File: src/rtl/pcm_port_pkg.sv
package pcm_port_pkg;
  localparam int SAMPLE_W = 16;
  localparam int SYNC_STAGES = 2;
endpackage

File: src/rtl/pcm_edge_sync.sv
module pcm_edge_sync #(
  parameter int STAGES = 2
) (
  input  logic clk,
  input  logic rst_n,
  input  logic bclk_i,
  input  logic fsync_i,
  input  logic sdin_i,
  output logic bclk_rise_o,
  output logic bclk_fall_o,
  output logic fsync_o,
  output logic sdin_o
);
  localparam int NSIG = 3;

  logic [NSIG-1:0] stage_q [STAGES];
  logic            bclk_last_q;

  generate
    for (genvar g = 0; g < STAGES; g++) begin : g_stage
      logic [NSIG-1:0] stage_d;
      if (g == 0) begin : g_first
        always_comb stage_d = {sdin_i, fsync_i, bclk_i};
      end else begin : g_next
        always_comb stage_d = stage_q[g-1];
      end
      always_ff @(posedge clk or negedge rst_n) begin
        if (!rst_n) stage_q[g] <= '0;
        else        stage_q[g] <= stage_d;
      end
    end
  endgenerate

  always_ff @(posedge clk or negedge rst_n) begin
    if (!rst_n) bclk_last_q <= 1'b0;
    else        bclk_last_q <= stage_q[STAGES-1][0];
  end

  always_comb begin
    bclk_rise_o = stage_q[STAGES-1][0] & ~bclk_last_q;
    bclk_fall_o = ~stage_q[STAGES-1][0] & bclk_last_q;
    fsync_o     = stage_q[STAGES-1][1];
    sdin_o      = stage_q[STAGES-1][2];
  end
endmodule

File: src/rtl/pcm_tx_shift.sv
module pcm_tx_shift #(
  parameter int SW = 16
) (
  input  logic          clk,
  input  logic          rst_n,
  input  logic          rise_i,
  input  logic          fsync_i,
  input  logic          msb_late_i,
  input  logic [SW-1:0] tx_data_i,
  input  logic          tx_valid_i,
  output logic          tx_pop_o,
  output logic          tx_underrun_o,
  output logic          sdout_o
);
  localparam int CW = $clog2(SW + 1);

  logic [SW-1:0] sreg_q, sreg_d, load_w;
  logic [CW-1:0] left_q, left_d;
  logic          pend_q, pend_d;
  logic          sdout_q, sdout_d;
  logic          pop_q, pop_d, unr_q, unr_d;

  always_comb begin
    sreg_d  = sreg_q;
    left_d  = left_q;
    pend_d  = pend_q;
    sdout_d = sdout_q;
    pop_d   = 1'b0;
    unr_d   = 1'b0;
    load_w  = tx_valid_i ? tx_data_i : '0;
    if (rise_i) begin
      if (fsync_i) begin
        pop_d = tx_valid_i;
        unr_d = ~tx_valid_i;
        if (!msb_late_i) begin
          sdout_d = load_w[SW-1];
          sreg_d  = load_w << 1;
          left_d  = CW'(SW - 1);
          pend_d  = 1'b0;
        end else begin
          sdout_d = 1'b0;
          sreg_d  = load_w;
          left_d  = '0;
          pend_d  = 1'b1;
        end
      end else if (pend_q) begin
        sdout_d = sreg_q[SW-1];
        sreg_d  = sreg_q << 1;
        left_d  = CW'(SW - 1);
        pend_d  = 1'b0;
      end else if (left_q != '0) begin
        sdout_d = sreg_q[SW-1];
        sreg_d  = sreg_q << 1;
        left_d  = left_q - 1'b1;
      end else begin
        sdout_d = 1'b0;
      end
    end
  end

  always_ff @(posedge clk or negedge rst_n) begin
    if (!rst_n) begin
      sreg_q  <= '0;
      left_q  <= '0;
      pend_q  <= 1'b0;
      sdout_q <= 1'b0;
      pop_q   <= 1'b0;
      unr_q   <= 1'b0;
    end else begin
      sreg_q  <= sreg_d;
      left_q  <= left_d;
      pend_q  <= pend_d;
      sdout_q <= sdout_d;
      pop_q   <= pop_d;
      unr_q   <= unr_d;
    end
  end

  assign tx_pop_o      = pop_q;
  assign tx_underrun_o = unr_q;
  assign sdout_o       = sdout_q;

  // a pop is only issued for a sample that was offered
  p_pop_needs_valid_r5: assert property (@(posedge clk) disable iff (!rst_n)
    tx_pop_o |-> $past(tx_valid_i));
  // pop and underrun never coincide
  p_pop_unr_excl_r5: assert property (@(posedge clk) disable iff (!rst_n)
    !(tx_pop_o && tx_underrun_o));
  // an idle bit cycle drives the line low
  p_idle_low_r4: assert property (@(posedge clk) disable iff (!rst_n)
    (rise_i && !fsync_i && !pend_q && left_q == '0) |=> !sdout_o);
endmodule

File: src/rtl/pcm_rx_shift.sv
module pcm_rx_shift #(
  parameter int SW = 16
) (
  input  logic          clk,
  input  logic          rst_n,
  input  logic          fall_i,
  input  logic          fsync_i,
  input  logic          sdin_i,
  input  logic          msb_late_i,
  output logic [SW-1:0] rx_data_o,
  output logic          rx_valid_o
);
  localparam int CW = $clog2(SW + 1);

  logic [SW-1:0] sh_q, sh_d, data_q, data_d;
  logic [CW-1:0] cnt_q, cnt_d;
  logic          act_q, act_d, vld_q, vld_d;

  always_comb begin
    sh_d   = sh_q;
    data_d = data_q;
    cnt_d  = cnt_q;
    act_d  = act_q;
    vld_d  = 1'b0;
    if (fall_i) begin
      if (fsync_i) begin
        act_d = 1'b1;
        if (!msb_late_i) begin
          sh_d  = {sh_q[SW-2:0], sdin_i};
          cnt_d = CW'(1);
        end else begin
          cnt_d = '0;
        end
      end else if (act_q) begin
        sh_d = {sh_q[SW-2:0], sdin_i};
        if (cnt_q == CW'(SW - 1)) begin
          data_d = {sh_q[SW-2:0], sdin_i};
          vld_d  = 1'b1;
          act_d  = 1'b0;
          cnt_d  = '0;
        end else begin
          cnt_d = cnt_q + 1'b1;
        end
      end
    end
  end

  always_ff @(posedge clk or negedge rst_n) begin
    if (!rst_n) begin
      sh_q   <= '0;
      data_q <= '0;
      cnt_q  <= '0;
      act_q  <= 1'b0;
      vld_q  <= 1'b0;
    end else begin
      sh_q   <= sh_d;
      data_q <= data_d;
      cnt_q  <= cnt_d;
      act_q  <= act_d;
      vld_q  <= vld_d;
    end
  end

  assign rx_data_o  = data_q;
  assign rx_valid_o = vld_q;

  // valid is a single-cycle strobe
  p_valid_pulse_r8: assert property (@(posedge clk) disable iff (!rst_n)
    rx_valid_o |=> !rx_valid_o);
  // bit counter never passes the sample width
  p_cnt_bound_r8: assert property (@(posedge clk) disable iff (!rst_n)
    cnt_q < CW'(SW));
endmodule

File: src/rtl/pcm_msb_port.sv
module pcm_msb_port
  import pcm_port_pkg::*;
#(
  parameter int SW     = SAMPLE_W,
  parameter int STAGES = SYNC_STAGES
) (
  input  logic          clk,
  input  logic          rst_n,
  input  logic          bclk,
  input  logic          fsync,
  input  logic          sdin,
  input  logic          tx_msb_late,
  input  logic          rx_msb_late,
  input  logic [SW-1:0] tx_data,
  input  logic          tx_valid,
  output logic          tx_pop,
  output logic          tx_underrun,
  output logic          sdout,
  output logic [SW-1:0] rx_data,
  output logic          rx_valid
);
  logic [1:0] rst_pipe_q;
  logic       rst_sync_n;
  logic       rise_w, fall_w, fs_w, sd_w;

  always_ff @(posedge clk or negedge rst_n) begin
    if (!rst_n) rst_pipe_q <= 2'b00;
    else        rst_pipe_q <= {rst_pipe_q[0], 1'b1};
  end
  assign rst_sync_n = rst_pipe_q[1];

  pcm_edge_sync #(.STAGES(STAGES)) u_sync (
    .clk(clk), .rst_n(rst_sync_n),
    .bclk_i(bclk), .fsync_i(fsync), .sdin_i(sdin),
    .bclk_rise_o(rise_w), .bclk_fall_o(fall_w),
    .fsync_o(fs_w), .sdin_o(sd_w)
  );

  pcm_tx_shift #(.SW(SW)) u_tx (
    .clk(clk), .rst_n(rst_sync_n),
    .rise_i(rise_w), .fsync_i(fs_w), .msb_late_i(tx_msb_late),
    .tx_data_i(tx_data), .tx_valid_i(tx_valid),
    .tx_pop_o(tx_pop), .tx_underrun_o(tx_underrun), .sdout_o(sdout)
  );

  pcm_rx_shift #(.SW(SW)) u_rx (
    .clk(clk), .rst_n(rst_sync_n),
    .fall_i(fall_w), .fsync_i(fs_w), .sdin_i(sd_w),
    .msb_late_i(rx_msb_late),
    .rx_data_o(rx_data), .rx_valid_o(rx_valid)
  );

  // a sample is only presented right after a falling bit clock edge
  p_valid_after_fall_r6: assert property (@(posedge clk) disable iff (!rst_sync_n)
    rx_valid |-> $past(fall_w));
  // frame-start strobes only follow a rising bit clock edge
  p_strobe_after_rise_r5: assert property (@(posedge clk) disable iff (!rst_sync_n)
    (tx_pop || tx_underrun) |-> $past(rise_w));
endmodule

File: config.mk
export PLATFORM = sky130hd
export DESIGN_NAME = pcm_msb_port
export DESIGN_NICKNAME = d
export VERILOG_FILES = /design/src/rtl/pcm_port_pkg.sv /design/src/rtl/pcm_edge_sync.sv /design/src/rtl/pcm_tx_shift.sv /design/src/rtl/pcm_rx_shift.sv /design/src/rtl/pcm_msb_port.sv
export SDC_FILE = /design/constraint.sdc
export NUM_CORES = 1
export LEC_CHECK = 0
export ABC_AREA = 1
export CAP_MARGIN = 20
export CORE_MARGIN = 2
export CORE_UTILIZATION = 40
export CTS_BUF_LIST = sky130_fd_sc_hd__clkbuf_8
export CTS_CLUSTER_SIZE = 30
export DETAILED_ROUTE_END_ITERATION = 8
export PLACE_DENSITY_LB_ADDON = 0.25
export SLEW_MARGIN = 25
export SYNTH_ARGS = -nofsm -noshare
export SYNTH_HDL_FRONTEND = slang
export SYNTH_HIERARCHICAL = 1
export SYNTH_SLANG_ARGS = --single-unit
File: constraint.sdc
create_clock -name clk -period 2.4 [get_ports clk]
set_input_delay 0.48 -clock clk [delete_from_list [all_inputs] [get_ports clk]]
set_output_delay 0.48 -clock clk [all_outputs]
set_load 0.05 [all_outputs]
==> reports/qor.json, run 1 <==
{
  "setup_path": {
    "reg2reg_depth": 6,
    "timing.critical_path.slowest_stage_cell": "sky130_fd_sc_hd__clkdlybuf4s50_1",
    "crit_family": "buffers and inverters",
    "path_class": "flop to output port",
    "critPathLaunchType": "flop",
    "crit_arrival_ns": 1.54,
    "timing.critical_path.cells": "clkdlybuf4s50_1",
    "critical_path.max_stage_delay_ns": 0.81,
    "cp_num_buf_inv": 1,
    "timing.critical_path.required_ns": 1.92,
    "r2r_end": "u_tx/sreg_q[4]",
    "crit_fanout": 2,
    "setup.worst_path.end_class": "output port",
    "reg2reg_setup_slack_ns": 0.69,
    "timing.rr.start": "u_sync/fsync_o"
  },
  "status": {
    "outcome": "completed"
  },
  "timing": {
    "min_period_over_period_pct": 84.3,
    "clock-skew-final_ns": 0.00956,
    "slew-limit-headroom_pct": 55.5,
    "setup-tns-final_ns": 0,
    "timing_hold_violations_final": 0,
    "timing.final.crit_period_ns": 2.02,
    "finalMaxSlewViolations": 0,
    "max_freq_mhz": 494,
    "rsz0062_at_grt": "no",
    "timing.hold.ws_ns": 0.259,
    "worst_pin_slew_ns": 0.665,
    "number_of_setup_violations_in_the_final_report": 0
  },
  "cts": {
    "tritoncts": "built",
    "worstSkewPairLatency_ns": 0.34,
    "total_of_cells_resized_after_clock_tree_synthesis": 0,
    "cts_max_level": 3,
    "cts-buffers-inserted": 9,
    "clk_transition_reported_paths_ns": 0.08,
    "clk_sinks": 72,
    "holdBufCountCts": 0,
    "clk_root_buffer_cell": "sky130_fd_sc_hd__clkbuf_8",
    "post_cts_setup_repair_buffer_count": 0,
    "clock_buffer_depth": 2
  },
  "die": {
    "initial_core_utilization_pct": 41.5,
    "floorplan.die_area_sq_um": 9320,
    "num_io_pins": 44,
    "rows": 33,
    "die_x_um": 96.5,
    "die_height_um": 96.5,
    "placeableCoreArea_sq_um": 8260
  },
  "synthesis": {
    "ys_seq_elements": 72,
    "sequential_share_of_the_synthesized_area_pct": 52.6,
    "ys.warnings.count": 6,
    "netlist_instances": 384,
    "synth.lib_cells_used.distinct": 28,
    "synthesis.nets": 410,
    "synthesis.area_per_instance_sq_um": 8.92,
    "netlist_area_sq_um": 3430
  },
  "route": {
    "final_antenna_net_count": 0,
    "routedWlPerCell_um": 11.8,
    "drt_first_iter_violations": 118,
    "vias_per_cell": 4.74,
    "drc_errors": 0,
    "detailedRoute.firstPassIterationCount": 4,
    "routed_wire_length_um": 6330,
    "routed-via-count": 2550
  },
  "global_routing": {
    "grt_pass1_wl_um": 10700,
    "grt-ovfl-total": 0,
    "initial_antenna_violation_count": 0,
    "gr-usage-all-layers_pct": 15.2,
    "first_global_vias": 2371,
    "grt_start_max_net_pins": 34
  },
  "pwr": {
    "leakagePower_nw": 1.93,
    "vdd.ir_drop.worst_v": 0.000281,
    "power_per_cell_area_nw_per_um2": 724
  },
  "cells_and_area": {
    "area_delta_synth_final_pct": 19.9,
    "drive_gt1_share_pct": 18.5,
    "n_fill_cell": 786,
    "num_antenna_cells": 0,
    "final_nets": 454
  },
  "placed_design": {
    "routability_congestion": 0.808,
    "port_buffers": 43,
    "place.detailed.hpwl_um": 4360
  },
  "flow_run": {
    "drv.max_cap_violation_count": 0
  },
  "min_path": {
    "worstHoldPathType": "flop to async pin"
  }
}
[layer usage]
metal	wire, um	global-route usage (%)
met5	0	0
met1	3090	20.1
met2	2780	23.1
met3	385	5.59
met4	73	4.69
[worst max path at each step]
| stage | to | cells past startpoint | slack, ns | from |
|---|---|---|---|---|
| CTS | rx_data[2] | 1 | 0.35 | u_rx/rx_data_o[2] |
| finish | rx_data[2] | 1 | 0.38 | u_rx/rx_data_o[2] |
| detailed placement | u_tx/sreg_q[4] | 7 | 0.35 | tx_valid |
| global route | rx_data[2] | 1 | 0.30 | u_rx/rx_data_o[2] |
| floorplan | u_rx/act_q | 0 | 0.25 | rst_pipe_q[1] |
| global placement | u_tx/sreg_q[3] | 5 | 0.45 | tx_valid |
[flip-flops by register name, summed over array words and instances (netlist names), 2 cells and up]
name and cells:
u_tx/left_q 5, u_sync/g_stage.stage_d 3, u_rx/cnt_q 5, rst_pipe_q 2, u_rx/rx_data_o 16, u_rx/sh_q 15
u_tx/sreg_q 16
[report_power, final]
group	internal, mW	switching (mW)	total, mW
clock network	0.617	0.462	1.08
logic	0.180	0.270	0.450
registers	1.35	0.0976	1.44
[cells in the mapped netlist, drive strengths merged]
| master | number | area share [%] |
|---|---|---|
| a21oi | 15 | 2.2 |
| a31oi | 1 | 0.18 |
| nand3 | 12 | 2.0 |
| nand2 | 121 | 15 |
| o21ai | 64 | 12 |
| dfrtp | 72 | 53 |
| inv | 45 | 4.9 |
| nor3 | 6 | 0.88 |
| conb | 1 | 0.11 |
| buf | 15 | 4.5 |
| nand3b | 1 | 0.22 |
| ha | 2 | 0.73 |
| nand4 | 2 | 0.37 |
| o21bai | 1 | 0.22 |
| clkinv | 1 | 0.11 |
| nor2 | 24 | 3.6 |
| clkbuf | 1 | 0.11 |
[per-stage QoR]
| step | util, % | worst slack [ns] | total power, mW | cells | area [sq um] |
|---|---|---|---|---|---|
| 6_report | 49.7 | 0.377 | 2.97 | 538 | 4110 |
| 5_1_grt | 49.7 | 0.301 | 3.16 | 538 | 4110 |
| 4_1_cts | 49.7 | 0.346 | 3.01 | 538 | 4110 |
| 3_5_place_dp | 47.0 | 0.353 | 1.92 | 522 | 3880 |
| 3_3_place_gp | 47.0 | 0.450 | 1.91 | 522 | 3880 |
| 2_1_floorplan | - | 0.246 | 1.80 | 384 | 3430 |
[layout make-up]
| cell class | count | area, sq um | area share (%) |
|---|---|---|---|
| Clock buffer | 10 | 138 | 3.35 |
| Clock inverter | 6 | 92.6 | 2.25 |
| Inverter | 46 | 173 | 4.20 |
| Multi-Input combinational cell | 250 | 1290 | 31.5 |
| Sequential cell | 72 | 1800 | 43.9 |
| Tap cell | 105 | 131 | 3.20 |
| Timing Repair Buffer | 49 | 475 | 11.6 |
[worst register-to-register path, delay by kind of cell, from the launching register on]
kind,cells,cell delay [ns]
AO/OA/AOI/OAI,2,0.21
buffers and inverters,1,0.30
flip-flops,1,0.62
AND/OR/NAND/NOR,3,0.49
[cell families after synthesis]
| logic type | count (synthesis) | share of synthesized area [%] |
|---|---|---|
| AO/OA/AOI/OAI | 81 | 15.0 |
| adder cells (fa/ha/maj) | 2 | 0.730 |
| buffers and inverters | 62 | 9.61 |
| flip-flops | 72 | 52.6 |
| other | 1 | 0.109 |
| AND/OR/NAND/NOR | 166 | 22.0 |
[placed cells by master, fill, tap and decap left out, types with 2 or more instances in the layout]
master	instances
sky130_fd_sc_hd__inv_2	4
sky130_fd_sc_hd__nor2_2	4
sky130_fd_sc_hd__nand4_1	2
sky130_fd_sc_hd__ha_1	2
sky130_fd_sc_hd__o21ai_1	15
sky130_fd_sc_hd__nand2_4	2
sky130_fd_sc_hd__a21oi_1	15
sky130_fd_sc_hd__clkinv_4	2
sky130_fd_sc_hd__clkdlybuf4s50_1	43
sky130_fd_sc_hd__o21ai_2	25
sky130_fd_sc_hd__nand3_1	10
sky130_fd_sc_hd__buf_4	6
sky130_fd_sc_hd__nor2_1	17
sky130_fd_sc_hd__nand3_2	2
sky130_fd_sc_hd__nor3_1	6
sky130_fd_sc_hd__nand2_2	16
sky130_fd_sc_hd__o21ai_0	23
sky130_fd_sc_hd__clkbuf_8	10
sky130_fd_sc_hd__bufinv_16	2
sky130_fd_sc_hd__nor2_4	3
sky130_fd_sc_hd__clkinvlp_4	2
sky130_fd_sc_hd__dfrtp_1	71
sky130_fd_sc_hd__inv_1	41
sky130_fd_sc_hd__nand2_1	103
Power figures use the tool's default switching activity.
==> run 2: changes to the inputs <==
- clock period: 2.4 -> 2.1 ns (I/O delays scaled with it)
==> reports/qor.json, run 2 (synthesized netlist as in run 1, its figures left out) <==
{
  "cells_and_area": {
    "num_antenna_cells": 0,
    "n_fill_cell": 806,
    "final_standard_cell_utilization_of_the_core_pct": 49.9,
    "drive_gt1_share_pct": 18.5,
    "layout.cells.most_common": "sky130_fd_sc_hd__nand2_1",
    "mostFrequentLayoutCells": "sky130_fd_sc_hd__nand2_1 (103), sky130_fd_sc_hd__dfrtp_1 (71), sky130_fd_sc_hd__clkdlybuf4s50_1 (43), sky130_fd_sc_hd__inv_1 (41), sky130_fd_sc_hd__o21ai_2 (25)",
    "final_nets": 454,
    "area_delta_synth_final_pct": 20.3
  },
  "die": {
    "initial_core_utilization_pct": 41.5,
    "die_x_um": 96.5,
    "die_height_um": 96.5,
    "num_io_pins": 44,
    "placeableCoreArea_sq_um": 8260,
    "rows": 33,
    "floorplan.die_area_sq_um": 9320
  },
  "cts": {
    "total_of_cells_resized_after_clock_tree_synthesis": 0,
    "clk_root_buffer_cell": "sky130_fd_sc_hd__clkbuf_8",
    "cts_max_level": 3,
    "cts-buffers-inserted": 9,
    "clk_transition_reported_paths_ns": 0.08,
    "clock_buffer_depth": 2,
    "clk_sinks": 72,
    "post_cts_setup_repair_buffer_count": 0,
    "holdBufCountCts": 0,
    "tritoncts": "built",
    "worstSkewPairLatency_ns": 0.34
  },
  "timing": {
    "clock-skew-final_ns": 0.00782,
    "rsz0062_at_grt": "no",
    "worst_pin_slew_ns": 0.522,
    "finalMaxSlewViolations": 0,
    "max_freq_mhz": 510,
    "timing_hold_violations_final": 0,
    "number_of_setup_violations_in_the_final_report": 0,
    "slew-limit-headroom_pct": 65.1,
    "timing.final.crit_period_ns": 1.96,
    "min_period_over_period_pct": 93.4,
    "setup-tns-final_ns": 0,
    "post-route-worst-setup-slack_ns": 0.139,
    "timing.hold.ws_ns": 0.172
  },
  "pwr": {
    "proportion_of_power_drawn_by_flip_flops_and_latches_pct": 48.3,
    "share_comb_of_total_power_pct": 15.5,
    "internal_power_summed_over_all_cells_mw": 2.48,
    "leakagePower_nw": 1.94,
    "clock_power_share_pct": 36.1,
    "total_power_mw": 3.41,
    "vdd.ir_drop.worst_v": 0.000350,
    "power_per_cell_area_nw_per_um2": 828,
    "netSwitchingFraction_pct": 27.3,
    "p_switching_mw": 0.931
  },
  "setup_path": {
    "crit_fanout": 2,
    "timing.critical_path.required_ns": 1.68,
    "crit_arrival_ns": 1.54,
    "critical_path.max_stage_delay_ns": 0.82,
    "cp_num_buf_inv": 1,
    "reg2reg_setup_slack_ns": 0.49,
    "setup.worst_path.end_class": "output port",
    "crit_family": "buffers and inverters",
    "timing.critical_path.slowest_stage_cell": "sky130_fd_sc_hd__clkdlybuf4s50_1",
    "path_class": "flop to output port",
    "timing.critical_path.cells": "clkdlybuf4s50_1",
    "critPathLaunchType": "flop"
  },
  "flow_run": {
    "drv.max_cap_violation_count": 0
  },
  "route": {
    "drt_first_iter_violations": 84,
    "final_antenna_net_count": 0,
    "routed_wire_length_um": 6510,
    "vias_per_cell": 4.78,
    "drc_errors": 0,
    "routed-via-count": 2570,
    "detailedRoute.firstPassIterationCount": 5,
    "routedWlPerCell_um": 12.1
  },
  "global_routing": {
    "initial_antenna_violation_count": 0,
    "grt-ovfl-total": 0,
    "grt_pass1_wl_um": 11100,
    "gr-usage-all-layers_pct": 15.4,
    "grt_start_max_net_pins": 58,
    "first_global_vias": 2461
  },
  "placed_design": {
    "port_buffers": 43,
    "place.detailed.hpwl_um": 4420,
    "pre_cts_ws_ns": 0.318,
    "routability_congestion": 0.849
  },
  "status": {
    "outcome": "completed"
  },
  "min_path": {
    "worstHoldPathType": "flop to async pin"
  }
}
## run 2: cell count changes in the layout (fill, tap and decap cells not counted)
cell                         previous run  this run
sky130_fd_sc_hd__clkbuf_8              10        11
sky130_fd_sc_hd__clkinv_2               0         2
sky130_fd_sc_hd__buf_12                 0         1
sky130_fd_sc_hd__clkinvlp_4             2         0
sky130_fd_sc_hd__clkinv_4               2         1
sky130_fd_sc_hd__buf_4                  6         5
## run 2: metrics by stage
step / std cells / instance area [sq um]
floorplan: 384 / 3430
global placement: 522 / 3890
detailed placement: 522 / 3890
CTS: 538 / 4120
global route: 538 / 4120
finish: 538 / 4120
## run 2: layout make-up
| cell class | count | area, sq um | area share, % |
|---|---|---|---|
| inverters | 46 | 173 | 4.19 |
| clock buffers | 11 | 151 | 3.67 |
| flip-flops and latches | 72 | 1800 | 43.8 |
| well taps | 105 | 131 | 3.19 |
| multi-input cells | 250 | 1290 | 31.4 |
| repair buffers | 49 | 488 | 11.8 |
| clock inverters | 5 | 78.8 | 1.91 |
## run 2: path summary, 6_finish.rpt
check,from,end,depth (start not counted)
worst max-delay path,u_tx/sdout_o,sdout,1
worst min-delay path,rst_pipe_q[1],u_tx/sreg_q[14],0
max in group asynchronous,rst_pipe_q[1],u_tx/pend_q,1
worst min register to register,rst_pipe_q[1],u_tx/sreg_q[14],0
worst max register to register,u_sync/stage_q[0],u_tx/left_q[0],5
min in group clk,u_sync/g_stage[1].stage_d[2],u_sync/sdin_o,0
## run 2: metal layers
metal  global-route usage [%]  routed length [um]
met5                        0                   0
met1                     19.7                3030
met4                     5.40                  87
met2                     24.7                3030
met3                     4.97                 358
## run 2: worst reg2reg max path: cells and delay by family, from the launching register on
| kind | cells | cell delay (ns) |
|---|---|---|
| buf+inv | 2 | 0.24 |
| flops | 1 | 0.37 |
| compound gates | 1 | 0.14 |
| simple gates | 2 | 0.73 |
## run 2: power groups by stage
stage | Clock (mW) | Sequential (mW) | Combinational (mW)
floorplan | 0 | 1.68 | 0.382
global placement | 0 | 1.67 | 0.518
detailed placement | 0 | 1.67 | 0.534
CTS | 1.27 | 1.65 | 0.537
global route | 1.33 | 1.67 | 0.606
finish | 1.23 | 1.65 | 0.530
==> run 3: changes to the inputs <==
- GPL_TIMING_DRIVEN: not set -> 0
- PLACE_DENSITY_LB_ADDON: 0.25 -> not set
- TNS_END_PERCENT: not set -> 20
==> reports/qor.json, run 3 (synthesized netlist as in run 1, its figures left out) <==
{
  "status": {
    "outcome": "completed"
  },
  "timing": {
    "timing_hold_violations_final": 0,
    "rsz0062_at_grt": "no",
    "min_period_over_period_pct": 93.2,
    "timing.final.crit_period_ns": 1.96,
    "finalMaxSlewViolations": 0,
    "worst_pin_slew_ns": 0.549,
    "clock-skew-final_ns": 0.00712,
    "setup-tns-final_ns": 0,
    "slew-limit-headroom_pct": 63.4,
    "max_freq_mhz": 511,
    "number_of_setup_violations_in_the_final_report": 0
  },
  "die": {
    "die_x_um": 96.5,
    "num_io_pins": 44,
    "die_height_um": 96.5,
    "floorplan.die_area_sq_um": 9320,
    "placeableCoreArea_sq_um": 8260,
    "rows": 33,
    "initial_core_utilization_pct": 41.5
  },
  "route": {
    "routed_wire_length_um": 6890,
    "drt_first_iter_violations": 156,
    "routed-via-count": 2605,
    "final_antenna_net_count": 0,
    "drc_errors": 0,
    "detailedRoute.firstPassIterationCount": 4,
    "vias_per_cell": 4.76,
    "routedWlPerCell_um": 12.6
  },
  "flow_run": {
    "drv.max_cap_violation_count": 0
  },
  "cts": {
    "tritoncts": "built",
    "clk_transition_reported_paths_ns": 0.08,
    "post_cts_setup_repair_buffer_count": 0,
    "clk_root_buffer_cell": "sky130_fd_sc_hd__clkbuf_8",
    "cts_max_level": 3,
    "total_of_cells_resized_after_clock_tree_synthesis": 0,
    "worstSkewPairLatency_ns": 0.35,
    "clock_buffer_depth": 2,
    "cts-buffers-inserted": 9,
    "holdBufCountCts": 0,
    "clk_sinks": 72
  },
  "pwr": {
    "vdd.ir_drop.worst_v": 0.000418,
    "power_per_cell_area_nw_per_um2": 791,
    "leakagePower_nw": 1.98
  },
  "setup_path": {
    "setup.worst_path.end_class": "output port",
    "timing.critical_path.cells": "clkdlybuf4s50_1",
    "path_class": "flop to output port",
    "critical_path.max_stage_delay_ns": 0.81,
    "crit_fanout": 2,
    "timing.critical_path.required_ns": 1.68,
    "critPathLaunchType": "flop",
    "timing.critical_path.slowest_stage_cell": "sky130_fd_sc_hd__clkdlybuf4s50_1",
    "crit_family": "buffers and inverters",
    "crit_arrival_ns": 1.54,
    "cp_num_buf_inv": 1
  },
  "placed_design": {
    "routability_congestion": 0.820,
    "port_buffers": 41,
    "placed_area_sq_um": 3990,
    "place.detailed.hpwl_um": 4850
  },
  "global_routing": {
    "grt_pass1_wl_um": 11800,
    "gr-usage-all-layers_pct": 16.6,
    "initial_antenna_violation_count": 0,
    "first_global_vias": 2441,
    "grt-ovfl-total": 0,
    "grt_start_max_net_pins": 41
  },
  "cells_and_area": {
    "mostFrequentLayoutCells": "sky130_fd_sc_hd__nand2_1 (103), sky130_fd_sc_hd__dfrtp_1 (71), sky130_fd_sc_hd__clkdlybuf4s50_1 (41), sky130_fd_sc_hd__inv_1 (41), sky130_fd_sc_hd__o21ai_2 (25)",
    "drive_gt1_share_pct": 20.4,
    "final_nets": 463,
    "area_delta_synth_final_pct": 22.5,
    "final_design_area_no_fill_sq_um": 4200,
    "num_antenna_cells": 0,
    "layout.cells.most_common": "sky130_fd_sc_hd__nand2_1"
  },
  "min_path": {
    "worstHoldPathType": "input pin to async pin"
  }
}
run 3: changes by cell type in the layout (fill, tap and decap cells not counted), moves of 2 or more:
cell                              previous run  this run
sky130_fd_sc_hd__buf_4                       5         1
sky130_fd_sc_hd__clkdlybuf4s50_1            43        41
sky130_fd_sc_hd__buf_2                       0         2
sky130_fd_sc_hd__clkinvlp_4                  0         2
sky130_fd_sc_hd__buf_6                       0        12
run 3: area by class of cell:
cell class / count / area (sq um)
Inverter: 46 / 173
Buffer: 16 / 156
Fill cell: 811 / 4060
Multi-Input combinational cell: 250 / 1290
Tap cell: 105 / 131
Clock buffer: 11 / 151
Clock inverter: 5 / 55.1
Timing Repair Buffer: 42 / 430
Sequential cell: 72 / 1810
run 3: path summary, 6_finish.rpt:
check	from	to	slack, ns	cells after the start
setup / recovery	u_rx/rx_data_o[5]	rx_data[5]	0.14	1
hold / removal	rst_n	rst_pipe_q[1]	0.23	1
setup reg to reg	u_sync/stage_q[0]	u_tx/left_q[3]	0.51	6
hold reg to reg	rst_pipe_q[1]	u_rx/sh_q[11]	0.33	0
max in group asynchronous	rst_pipe_q[1]	u_sync/g_stage[1].stage_d[0]	1.22	1
min in group clk	u_sync/g_stage[1].stage_d[2]	u_sync/sdin_o	0.35	0
run 3: per-layer routing:
metal	share of wire [%]	vias to the layer above	global-route usage [%]
met5	0	-	0
met4	1.6	0	5.28
met3	5.4	16	4.97
met2	43	63	24.9
met1	50	1211	23.1
li1	-	1315	-
run 3: worst register-to-register path: cells and delay by family (launching register included):
| kind | cells | cell delay (ns) |
|---|---|---|
| AND/OR/NAND/NOR | 4 | 0.90 |
| buffers and inverters | 2 | 0.25 |
| flip-flops | 1 | 0.37 |
run 3: report_power, final:
part	leakage (nW)	internal (mW)	switching, mW
combinational	0.933	0.221	0.318
clock	0.101	0.609	0.518
sequential	0.944	1.54	0.116
run 3: metrics by stage:
stage | power (mW) | hold WS [ns] | utilization, % | cells | setup slack [ns]
floorplan | 2.06 | 0.124 | - | 384 | 0.793
global placement | 2.20 | 0.335 | 48.1 | 530 | 0.368
detailed placement | 2.23 | 0.340 | 48.3 | 531 | 0.469
CTS | 3.37 | 0.214 | 50.8 | 547 | 0.120
global route | 3.54 | 0.210 | 50.8 | 547 | 0.0695
finish | 3.32 | 0.229 | 50.8 | 547 | 0.142
